===== src/rtl/msi_ring_pkg.sv =====
// Package: shared constants and types for the MSI ring writer.
// Assumes byte addressing and 32-bit memory beats.
package msi_ring_pkg;

    // Register word offsets (decoded by host software)
    localparam logic [2:0] REG_CTRL    = 3'd0;
    localparam logic [2:0] REG_BASE_HI = 3'd3;
    localparam logic [2:0] REG_BASE_LO = 3'd4;
    localparam logic [2:0] REG_RD_OFF  = 3'd5;
    localparam logic [2:0] REG_WR_OFF  = 3'd6;

    // Control bit positions
    localparam int CB_EN      = 0;
    localparam int CB_FULL_EN = 1;
    localparam int CB_IRQ_EN  = 3;
    localparam int CB_STOP    = 4;
    localparam int CB_SIZE_LO = 8;

    // Writable control bits
    localparam logic [31:0] CTRL_WMASK = 32'h0000_031B;

    typedef enum logic [0:0] {
        RS_IDLE = 1'b0,
        RS_BEAT = 1'b1
    } rec_state_e;

endpackage


===== src/rtl/msi_ring_regs.sv =====
// Module: host-visible register file.
// Holds control, base address and read offset; presents the write offset
// produced elsewhere. Read data is combinational from reg_sel.
// Assumes single-cycle register writes.
module msi_ring_regs
    import msi_ring_pkg::*;
#(
    parameter int ADDR_W    = 64,
    parameter int OFF_W     = 18,
    parameter int REC_SHIFT = 4,
    localparam int IDX_W    = OFF_W - REC_SHIFT
) (
    input  logic              clk,
    input  logic              rst_n,
    input  logic [2:0]        reg_sel,
    input  logic              reg_wr,
    input  logic [31:0]       reg_wdata,
    output logic [31:0]       reg_rdata,
    input  logic [IDX_W-1:0]  wr_idx,
    output logic [31:0]       ctrl,
    output logic [ADDR_W-1:0] base,
    output logic [IDX_W-1:0]  rd_idx
);

    logic [31:0] base_hi;
    logic [31:0] base_lo;

    // Register writes; write offset register is read-only
    always_ff @(posedge clk) begin
        if (!rst_n) begin
            ctrl    <= '0;
            base_hi <= '0;
            base_lo <= '0;
            rd_idx  <= '0;
        end else if (reg_wr) begin
            case (reg_sel)
                REG_CTRL:    ctrl    <= reg_wdata & CTRL_WMASK;
                REG_BASE_HI: base_hi <= reg_wdata;
                REG_BASE_LO: base_lo <= {reg_wdata[31:REC_SHIFT], {REC_SHIFT{1'b0}}};
                REG_RD_OFF:  rd_idx  <= reg_wdata[OFF_W-1:REC_SHIFT];
                default: ;
            endcase
        end
    end

    // Assemble the full base address
    always_comb base = ADDR_W'({base_hi, base_lo});

    // Read multiplexer
    always_comb begin
        reg_rdata = '0;
        case (reg_sel)
            REG_CTRL:    reg_rdata = ctrl;
            REG_BASE_HI: reg_rdata = base_hi;
            REG_BASE_LO: reg_rdata = base_lo;
            REG_RD_OFF:  reg_rdata = 32'({rd_idx, {REC_SHIFT{1'b0}}});
            REG_WR_OFF:  reg_rdata = 32'({wr_idx, {REC_SHIFT{1'b0}}});
            default:     reg_rdata = '0;
        endcase
    end

    AST_CTRL_CLEAN: assert property (@(posedge clk) disable iff (!rst_n)
        (ctrl & ~CTRL_WMASK) == 32'd0);

endmodule


===== src/rtl/msi_ring_ptr.sv =====
// Module: producer offset and ring occupancy.
// Keeps the write index (record units), wraps it at the configured ring
// size, and compares it with the host read index for full/non-empty.
// Assumes size_sel selects 2^(LOG_MIN+size_sel) bytes.
module msi_ring_ptr #(
    parameter int OFF_W      = 18,
    parameter int REC_SHIFT  = 4,
    parameter int SIZE_STEPS = 4,
    localparam int IDX_W     = OFF_W - REC_SHIFT,
    localparam int SEL_W     = $clog2(SIZE_STEPS)
) (
    input  logic             clk,
    input  logic             rst_n,
    input  logic [SEL_W-1:0] size_sel,
    input  logic [IDX_W-1:0] rd_idx,
    input  logic             advance,
    output logic [IDX_W-1:0] wr_idx,
    output logic             full,
    output logic             nonempty
);

    localparam logic [IDX_W-1:0] IDX_ALL = '1;

    logic [IDX_W-1:0] mask;
    logic [IDX_W-1:0] wr_raw;
    logic [IDX_W-1:0] wr_next;

    // Index mask for the selected ring size
    always_comb mask = IDX_ALL >> (IDX_W'(SIZE_STEPS - 1) - IDX_W'(size_sel));

    // Next index, wrapped at the ring end
    always_comb wr_next = (wr_raw + 1'b1) & mask;

    // Producer index register
    always_ff @(posedge clk) begin
        if (!rst_n) wr_raw <= '0;
        else if (advance) wr_raw <= wr_next;
    end

    // Occupancy compares modulo ring size
    always_comb begin
        wr_idx   = wr_raw & mask;
        full     = (wr_next == (rd_idx & mask));
        nonempty = (wr_idx != (rd_idx & mask));
    end

    AST_WR_MOVES_ON_ADVANCE: assert property (@(posedge clk) disable iff (!rst_n)
        !advance |=> $stable(wr_raw));

endmodule


===== src/rtl/msi_ring_rec.sv =====
// Module: record sequencer.
// Accepts one vector, latches the record address, then issues the
// record's memory beats in order, holding each under back-pressure.
// Assumes rec_addr is aligned to the record size.
module msi_ring_rec
    import msi_ring_pkg::*;
#(
    parameter int ADDR_W    = 64,
    parameter int VEC_W     = 16,
    parameter int DATA_W    = 32,
    parameter int REC_BYTES = 16,
    localparam int BEATS    = REC_BYTES / (DATA_W / 8),
    localparam int BEAT_W   = $clog2(BEATS)
) (
    input  logic              clk,
    input  logic              rst_n,
    input  logic              accept_ok,
    input  logic              msi_valid,
    output logic              msi_ready,
    input  logic [VEC_W-1:0]  msi_vector,
    input  logic [ADDR_W-1:0] rec_addr,
    output logic              mem_valid,
    input  logic              mem_ready,
    output logic [ADDR_W-1:0] mem_addr,
    output logic [DATA_W-1:0] mem_data,
    output logic              advance
);

    localparam logic [BEAT_W-1:0] LAST_BEAT = BEAT_W'(BEATS - 1);

    rec_state_e        state;
    logic [BEAT_W-1:0] beat;
    logic [VEC_W-1:0]  vec_q;
    logic [ADDR_W-1:0] addr_q;
    logic              take;
    logic              beat_done;

    // Handshake and beat completion
    always_comb begin
        msi_ready = (state == RS_IDLE) && accept_ok;
        take      = msi_ready && msi_valid;
        mem_valid = (state == RS_BEAT);
        beat_done = mem_valid && mem_ready;
        advance   = beat_done && (beat == LAST_BEAT);
    end

    // Sequencer state, beat counter and latched record
    always_ff @(posedge clk) begin
        if (!rst_n) begin
            state  <= RS_IDLE;
            beat   <= '0;
            vec_q  <= '0;
            addr_q <= '0;
        end else begin
            case (state)
                RS_IDLE: if (take) begin
                    state  <= RS_BEAT;
                    beat   <= '0;
                    vec_q  <= msi_vector;
                    addr_q <= rec_addr;
                end
                RS_BEAT: if (beat_done) begin
                    if (beat == LAST_BEAT) state <= RS_IDLE;
                    beat <= beat + 1'b1;
                end
                default: state <= RS_IDLE;
            endcase
        end
    end

    // Beat address and data; vector sits in the low bits of the first word
    always_comb begin
        mem_addr = addr_q + ADDR_W'({beat, 2'b00});
        mem_data = (beat == '0) ? DATA_W'(vec_q) : '0;
    end

    AST_MEM_HOLD: assert property (@(posedge clk) disable iff (!rst_n)
        mem_valid && !mem_ready |=> mem_valid && $stable(mem_addr) && $stable(mem_data));
    AST_BEAT_ALIGN: assert property (@(posedge clk) disable iff (!rst_n)
        mem_valid |-> mem_addr[1:0] == 2'b00);
    AST_NO_TAKE_BUSY: assert property (@(posedge clk) disable iff (!rst_n)
        mem_valid |-> !msi_ready);

endmodule


===== src/rtl/msi_ring_writer.sv =====
// Module: MSI message ring-buffer writer (top).
// Stores each accepted interrupt vector as a 16-byte record in a host
// memory ring and raises irq while unread records remain.
// Assumes the host keeps the read offset inside the configured ring.
module msi_ring_writer
    import msi_ring_pkg::*;
#(
    parameter int ADDR_W     = 64,
    parameter int VEC_W      = 16,
    parameter int DATA_W     = 32,
    parameter int LOG_MIN    = 15,
    parameter int SIZE_STEPS = 4,
    parameter int REC_SHIFT  = 4,
    localparam int OFF_W     = LOG_MIN + SIZE_STEPS - 1,
    localparam int IDX_W     = OFF_W - REC_SHIFT,
    localparam int SEL_W     = $clog2(SIZE_STEPS)
) (
    input  logic              clk,
    input  logic              rst_n,
    input  logic [2:0]        reg_sel,
    input  logic              reg_wr,
    input  logic [31:0]       reg_wdata,
    output logic [31:0]       reg_rdata,
    input  logic              msi_valid,
    output logic              msi_ready,
    input  logic [VEC_W-1:0]  msi_vector,
    output logic              mem_valid,
    input  logic              mem_ready,
    output logic [ADDR_W-1:0] mem_addr,
    output logic [DATA_W-1:0] mem_data,
    output logic              irq
);

    logic [31:0]       ctrl;
    logic [ADDR_W-1:0] base;
    logic [IDX_W-1:0]  rd_idx;
    logic [IDX_W-1:0]  wr_idx;
    logic              full;
    logic              nonempty;
    logic              advance;
    logic              stall;
    logic              accept_ok;
    logic [ADDR_W-1:0] rec_addr;

    msi_ring_regs #(.ADDR_W(ADDR_W), .OFF_W(OFF_W), .REC_SHIFT(REC_SHIFT)) u_regs (
        .clk(clk), .rst_n(rst_n), .reg_sel(reg_sel), .reg_wr(reg_wr),
        .reg_wdata(reg_wdata), .reg_rdata(reg_rdata), .wr_idx(wr_idx),
        .ctrl(ctrl), .base(base), .rd_idx(rd_idx)
    );

    msi_ring_ptr #(.OFF_W(OFF_W), .REC_SHIFT(REC_SHIFT), .SIZE_STEPS(SIZE_STEPS)) u_ptr (
        .clk(clk), .rst_n(rst_n), .size_sel(ctrl[CB_SIZE_LO +: SEL_W]),
        .rd_idx(rd_idx), .advance(advance), .wr_idx(wr_idx),
        .full(full), .nonempty(nonempty)
    );

    // Acceptance policy and record address
    always_comb begin
        stall     = ctrl[CB_FULL_EN] && ctrl[CB_STOP] && full;
        accept_ok = ctrl[CB_EN] && !stall;
        rec_addr  = base + ADDR_W'({wr_idx, {REC_SHIFT{1'b0}}});
    end

    msi_ring_rec #(.ADDR_W(ADDR_W), .VEC_W(VEC_W), .DATA_W(DATA_W),
                   .REC_BYTES(1 << REC_SHIFT)) u_rec (
        .clk(clk), .rst_n(rst_n), .accept_ok(accept_ok),
        .msi_valid(msi_valid), .msi_ready(msi_ready), .msi_vector(msi_vector),
        .rec_addr(rec_addr), .mem_valid(mem_valid), .mem_ready(mem_ready),
        .mem_addr(mem_addr), .mem_data(mem_data), .advance(advance)
    );

    // Host interrupt while unread records exist
    always_comb irq = ctrl[CB_EN] && ctrl[CB_IRQ_EN] && nonempty;

    AST_READY_NEEDS_EN: assert property (@(posedge clk) disable iff (!rst_n)
        msi_ready |-> ctrl[CB_EN]);
    AST_FULL_STOP: assert property (@(posedge clk) disable iff (!rst_n)
        ctrl[CB_FULL_EN] && ctrl[CB_STOP] && full |-> !msi_ready);
    AST_IRQ_OFF: assert property (@(posedge clk) disable iff (!rst_n)
        !(ctrl[CB_EN] && ctrl[CB_IRQ_EN]) |-> !irq);

endmodule


===== config.mk =====
export PLATFORM = sky130hd
export DESIGN_NAME = msi_ring_writer
export DESIGN_NICKNAME = d
export VERILOG_FILES = /design/src/rtl/msi_ring_pkg.sv /design/src/rtl/msi_ring_regs.sv /design/src/rtl/msi_ring_ptr.sv /design/src/rtl/msi_ring_rec.sv /design/src/rtl/msi_ring_writer.sv
export SDC_FILE = /design/constraint.sdc
export NUM_CORES = 1
export LEC_CHECK = 0
export BUFFER_PORTS_ARGS = -buffer_cell sky130_fd_sc_hd__buf_2
export CORE_ASPECT_RATIO = 0.8
export CORE_MARGIN = 3
export CORE_UTILIZATION = 48
export CTS_CLUSTER_DIAMETER = 200
export DETAILED_ROUTE_END_ITERATION = 8
export PLACE_DENSITY_LB_ADDON = 0.3
export SYNTH_ARGS = -nofsm -noshare
export SYNTH_HDL_FRONTEND = slang
export SYNTH_SLANG_ARGS = --single-unit

===== constraint.sdc =====
create_clock -name clk -period 6.27 [get_ports clk]
set_input_delay 0.627 -clock clk [delete_from_list [all_inputs] [get_ports clk]]
set_output_delay 0.627 -clock clk [all_outputs]
set_load 0.1 [all_outputs]

---- Yosys cells after proc, flatten, opt, wreduce, memory -nomap -nowiden ----
Cells that the tools add are included.
storage, ports and cells
  output and inout bits ................... 131
  bits in read-only memories .............. 0
  bits in latches ......................... 0
  memories ................................ 0
  RAM bits ................................ 0
  word-level logic and storage cells ...... 55
  bits in registers ....................... 177
operators by class
  equal/unequal tests ..................... 9
  bitwise logic cells ..................... 4
  divide/modulo/power cells ............... 0
  mux-type cells .......................... 9
  order comparisons ....................... 0
  multipliers ............................. 0
  shift operators ......................... 1
  reduce and logical (&&, ||, !) cells .... 18
  $add $sub $neg .......................... 5
operators with widths
  kind                                                                     count
  32-bit one-hot mux with 5 select lines                                   1
  64-bit by 18-bit adder with 64-bit output                                1
  64-bit by 4-bit adder with 64-bit output                                 1
  14-bit bitwise AND                                                       3
  16-bit 2-to-1 mux                                                        1
  14-bit by 1-bit adder with 14-bit output, second input constant          1
  14-bit == test                                                           1
  14-bit inequality test                                                   1
  14-bit by 14-bit >> shifter with 14-bit output, first input constant     1
  2-bit AND reduction                                                      6
  3-bit == test, second input constant                                     3
  1-bit logical AND                                                        9
  2-bit 2-to-1 mux                                                         2
  2-bit one-hot mux with 2 select lines                                    1
  3-bit by 2-bit == test with 1-bit output, second input constant          1
  3-bit logical NOT                                                        1
  1-bit 2-to-1 mux                                                         3
  2-bit by 2-bit subtractor with 3-bit output, first input constant        1
  2-bit by 1-bit adder with 2-bit output, second input constant            1
  2-bit == test, second input constant                                     1
  2-bit logical NOT                                                        1
  2-bit by 1-bit inequality test with 1-bit output, second input constant  1
  2-bit inequality test, second input constant                             1
  1-bit one-hot mux with 2 select lines                                    1
  other kinds (2)                                                          2

---- Depth between registers and ports, before layout ----
  depth in word-level cells ............... 11
  depth in mapped cells ................... 12
  mapped depth without buffers ............ 10

---- Modules after synthesis ----
Synthesis repeated with hierarchy kept, for this count alone.
second synthesis, totals
  cells, all modules ...................... 1472
  area, all modules ....................... 11591.1 um2
modules (own cells, without submodules)
  module           seq. area each (um2)  area an instance (um2)  cells an instance  instances
  msi_ring_rec     1661.6                4633.2                  597                1
  msi_ring_regs    1601.5                3777.4                  448                1
  msi_ring_writer  0.0                   1893.1                  272                1
  msi_ring_ptr     280.3                 1287.5                  155                1

---- Least setup slack after synthesis ----
Ideal clock, no wire load.
  kind .................................... input port to output port
  start point ............................. in reg_sel[0]
  end point ............................... out reg_rdata[4]
  arrival ................................. 3.266 ns
  stages on the path ...................... 5
  path slack .............................. 2.377 ns
  buffers on the path ..................... 3
  cells stage by stage .................... clkbuf_1 clkbuf_1 buf_1 a31oi_1 a21oi_1
between the ends
  cells in the longest elaborated chain, start to end .. 2
ends and longest elaborated chain
  what                                        RTL line               RTL
  start, declared                             msi_ring_writer.sv:20  input logic [2:0] reg_sel,
  3-bit == test (tied with other cells)       msi_ring_regs.sv:52    case (reg_sel)
  32-bit one-hot mux with 5 select lines (*)  msi_ring_regs.sv:52
  end, declared                               msi_ring_writer.sv:23  output logic [31:0] reg_rdata,
Every way passes the cells marked *; elsewhere a longest branch is shown, timed or not.

---- Worst setup path in the final report ----
  start point ............................. reg u_ptr.wr_raw[0]
  end point ............................... out msi_ready
between the ends
  cells in the longest elaborated chain, start to end .. 7
ends and longest elaborated chain
  what                                      RTL line               RTL
  start, declared                           msi_ring_ptr.sv:25     logic [IDX_W-1:0] wr_raw;
  start signal, assigned                    msi_ring_ptr.sv:37     else if (advance) wr_raw <= wr_next;
  14-bit by 1-bit adder with 14-bit output  msi_ring_ptr.sv:32     always_comb wr_next = (wr_raw + 1'b1) & mask;
  14-bit bitwise AND                        msi_ring_ptr.sv:32
  14-bit == test                            msi_ring_ptr.sv:43     full = (wr_next == (rd_idx & mask));
  1-bit logical AND                         msi_ring_writer.sv:59  stall = ctrl[CB_FULL_EN] && ctrl[CB_STOP] && full;
  1-bit logical NOT                         msi_ring_writer.sv:60  accept_ok = ctrl[CB_EN] && !stall;
  1-bit logical AND                         msi_ring_writer.sv:60
  1-bit logical AND                         msi_ring_rec.sv:40     msi_ready = (state == RS_IDLE) && accept_ok;
  end, declared                             msi_ring_writer.sv:25  output logic msi_ready,
No other way between the ends.

==> metrics.txt <==
status finished, final reports clean; WP buf/inv 2; clk sink count 173; final period utilization 68.2%; Max Buffers Root-to-Sink 2; GRT overflow 0; synthesized area per cell 7.83 µm²; vias in the first global route 8,685; CP max stage delay 600 ps; slew of the pin with the lowest slew margin 1290 ps; Pwr Density 224 nW/µm²; Pre-antenna DRT Iters 7; buffers added on ports 168; post-CTS repair timing setup buffer count 0; largest net degree at the start of global routing 102; Net Sw Frac 27.6%; CP top delay family buffers and inverters; gr usage total 28.1%; dpl hpwl 23,300 µm; Total Power 2520 µW; ordered cell list for the critical path ha_1 > nand3_4 > nor4_1 > xor2_1 > a211oi_1 > nand4_1 > buf_4 > and2_1 > buf_2; Mapped Area 9800 µm²; HP Class input port to flop; die height 134 µm; final WL 32,100 µm; Wirelength per Cell 19.9 µm; core area 19,900 µm²; site row count 46; number of flops mapped to enable cells by yosys 0; clk_lat worst skew 440 ps; global-route wire length before repair 50,400 µm; Die W 166 µm; initial drt markers 1,502; synth top area cells dfxtp_1 (35%), a21oi_1 (8.1%), nand2_1 (7.8%); Fmax 234 MHz; Vias 9,835; skew final 11.4 ps; most frequent cell after synthesis nand2_1; gr busiest metal met1; IO Pins 187; Post-Synth Simple-Gate Area 22.3%; P_leak 0.00452 µW; post-synthesis instance total 1,252; Post-CTS Hold Fix Bufs 0; type of the worst setup path flop to output port; DRC viols 0; Max stage delay cell, worst path buf_4; multiplexer share of the synthesized area 2.35%; final net count 1,415; post-synth top area share 35.3%; Post-Synth XOR/XNOR Area 6.88%; internal power 1820 µW; dominant cell type by area after synthesis dfxtp_1; crit path DAT 3650 ps; unrepaired setup endpoints after global routing false; GR Util met1 44.3%; Die Area 22,200 µm²; TNS Setup 0 ps; worst-path fanout max 73; crit path launch type flop; slew margin rel. 13.1%; Tmin final 4270 ps; Synth async-reset ratio 0%; Netlist cell types 68; Diodes inserted 0; Synth Warn # 0; initial antenna violation count 1; Reg clk slew, reported paths 70 ps; number of setup violations in the final report 0; Clock Power Share 44.9%; endpoints failing hold 0; Crit path required time 5640 ps; area share of fa/ha/maj cells after synthesis 2.37%; met3 Use GR 8.60%; Max IR drop VDD 0.142 mV; Sequential Power Share 45.3%; initial core utilization 49.2%; Synth Area in Compound Gates 24.2%; Num CTS Buffers 17; CTS tree built; pins over their slew limit 0; Commonest cells post-synth nand2_1 (203), dfxtp_1 (173), a21oi_1 (158); ratio of cells with drive above 1 in the final layout 17.6%; Area growth syn-to-layout 14.3%; largest family of logic cells by synthesized area compound AO/OA/AOI/OAI gates; Post-CTS Resized 0; Yosys reg bits 173; via/cell ratio 6.08; Top FF cell, synth dfxtp_1; CTS H-tree lvls 4; Gate power share 9.8%; Hold WS 434 ps; crit end category output port; # Max-Cap Violations 0; RD Place Congestion 0.940; sequential share of the synthesized area 35.3%; GR Util met2 36.8%; root buf cell clkbuf_16; switching power 694 µW; # fillers 1,912; Routed Antenna Nets 0
==> routing by layer <==
layer  part of all wire, %  vias to the layer above
li1                      -                     4631
met1                    49                     4628
met5                 0.037                        -
met4                   1.4                        2
met2                    38                      535
met3                    11                       39
==> flip-flops by register name, summed over array words and instances (netlist names) <==
name	flops
u_rec.vec_q	16
u_ptr.wr_raw	14
u_regs.rd_idx	14
u_regs.base_lo	28
u_rec.mem_valid	1
u_rec.addr_q	60
u_regs.ctrl	6
u_rec.beat	2
u_regs.base_hi	32
==> worst paths after layout <==
check,endpoint,cells after the start,start,slack (ps)
max,msi_ready,9,u_ptr.wr_raw[0],2000
min,u_regs.base_hi[3],3,reg_wdata[3],430
max reg2reg,u_rec.addr_q[52],10,u_regs.ctrl[9],2560
min reg2reg,u_rec.addr_q[6],2,u_rec.addr_q[6],460
==> tightest hold or removal path: cells and delay by family <==
kind	cells	cell delay, ps
AOI/OAI and AO/OA	1	50
buffers and inverters	1	100
and+or+nand+nor	1	50
==> cell families after synthesis <==
kind of cell,after synthesis
and+or+nand+nor,450
other,1
buffers and inverters,145
xor gates and xnor gates,77
DFF,173
muxes,23
AOI/OAI and AO/OA,365
adders and majority gates,18
==> cell type report <==
cell class                      instances  area (µm²)  share of cell area [%]
Clock buffer                           19         453                    4.04
Inverter                               21        81.3                   0.726
Sequential cell                       173        3460                    30.9
Tap cell                              264         330                    2.95
Timing Repair Buffer                  177         908                    8.10
Clock inverter                         13         173                    1.54
Multi-Input combinational cell        951        5800                    51.7
==> power by group through the flow <==
stage	Clock, µW	Sequential (µW)	Combinational, µW
after CTS	1140	1140	244
after detailed placement	0	1160	243
after global placement	0	1160	242
final	1130	1140	246
after global routing	1190	1140	260
after floorplan	0	1180	169
==> placed cells by master (no fill, tap or decap), types with 11 or more instances in the layout <==
cell,synthesis,routed
conb_1,1,18
nor2_1,49,47
and3_1,13,13
clkbuf_16,0,17
a21oi_1,158,158
ha_1,17,17
nor3_1,12,11
a22oi_1,14,14
nand2_1,203,203
a211oi_1,28,28
nand3_1,71,71
nand4_1,25,25
and2_1,22,21
dfxtp_1,173,173
o211a_1,24,24
buf_2,8,168
mux2i_1,23,23
inv_1,21,20
xnor2_1,47,47
o22ai_1,14,14
o21ai_0,44,44
xor2_1,30,30
a22o_1,14,14
==> metrics by stage <==
step / area, µm² / cells / setup slack, ps / utilization (%)
after global routing: 11200 / 1618 / 1770 / 56.3
final: 11200 / 1618 / 2000 / 56.3
after CTS: 11200 / 1618 / 2020 / 56.3
after detailed placement: 10600 / 1586 / 2450 / 53.1
after global placement: 10600 / 1586 / 2470 / 53.1
after floorplan: 9870 / 1269 / 2380 / -
(Power assumes the default switching activity.)
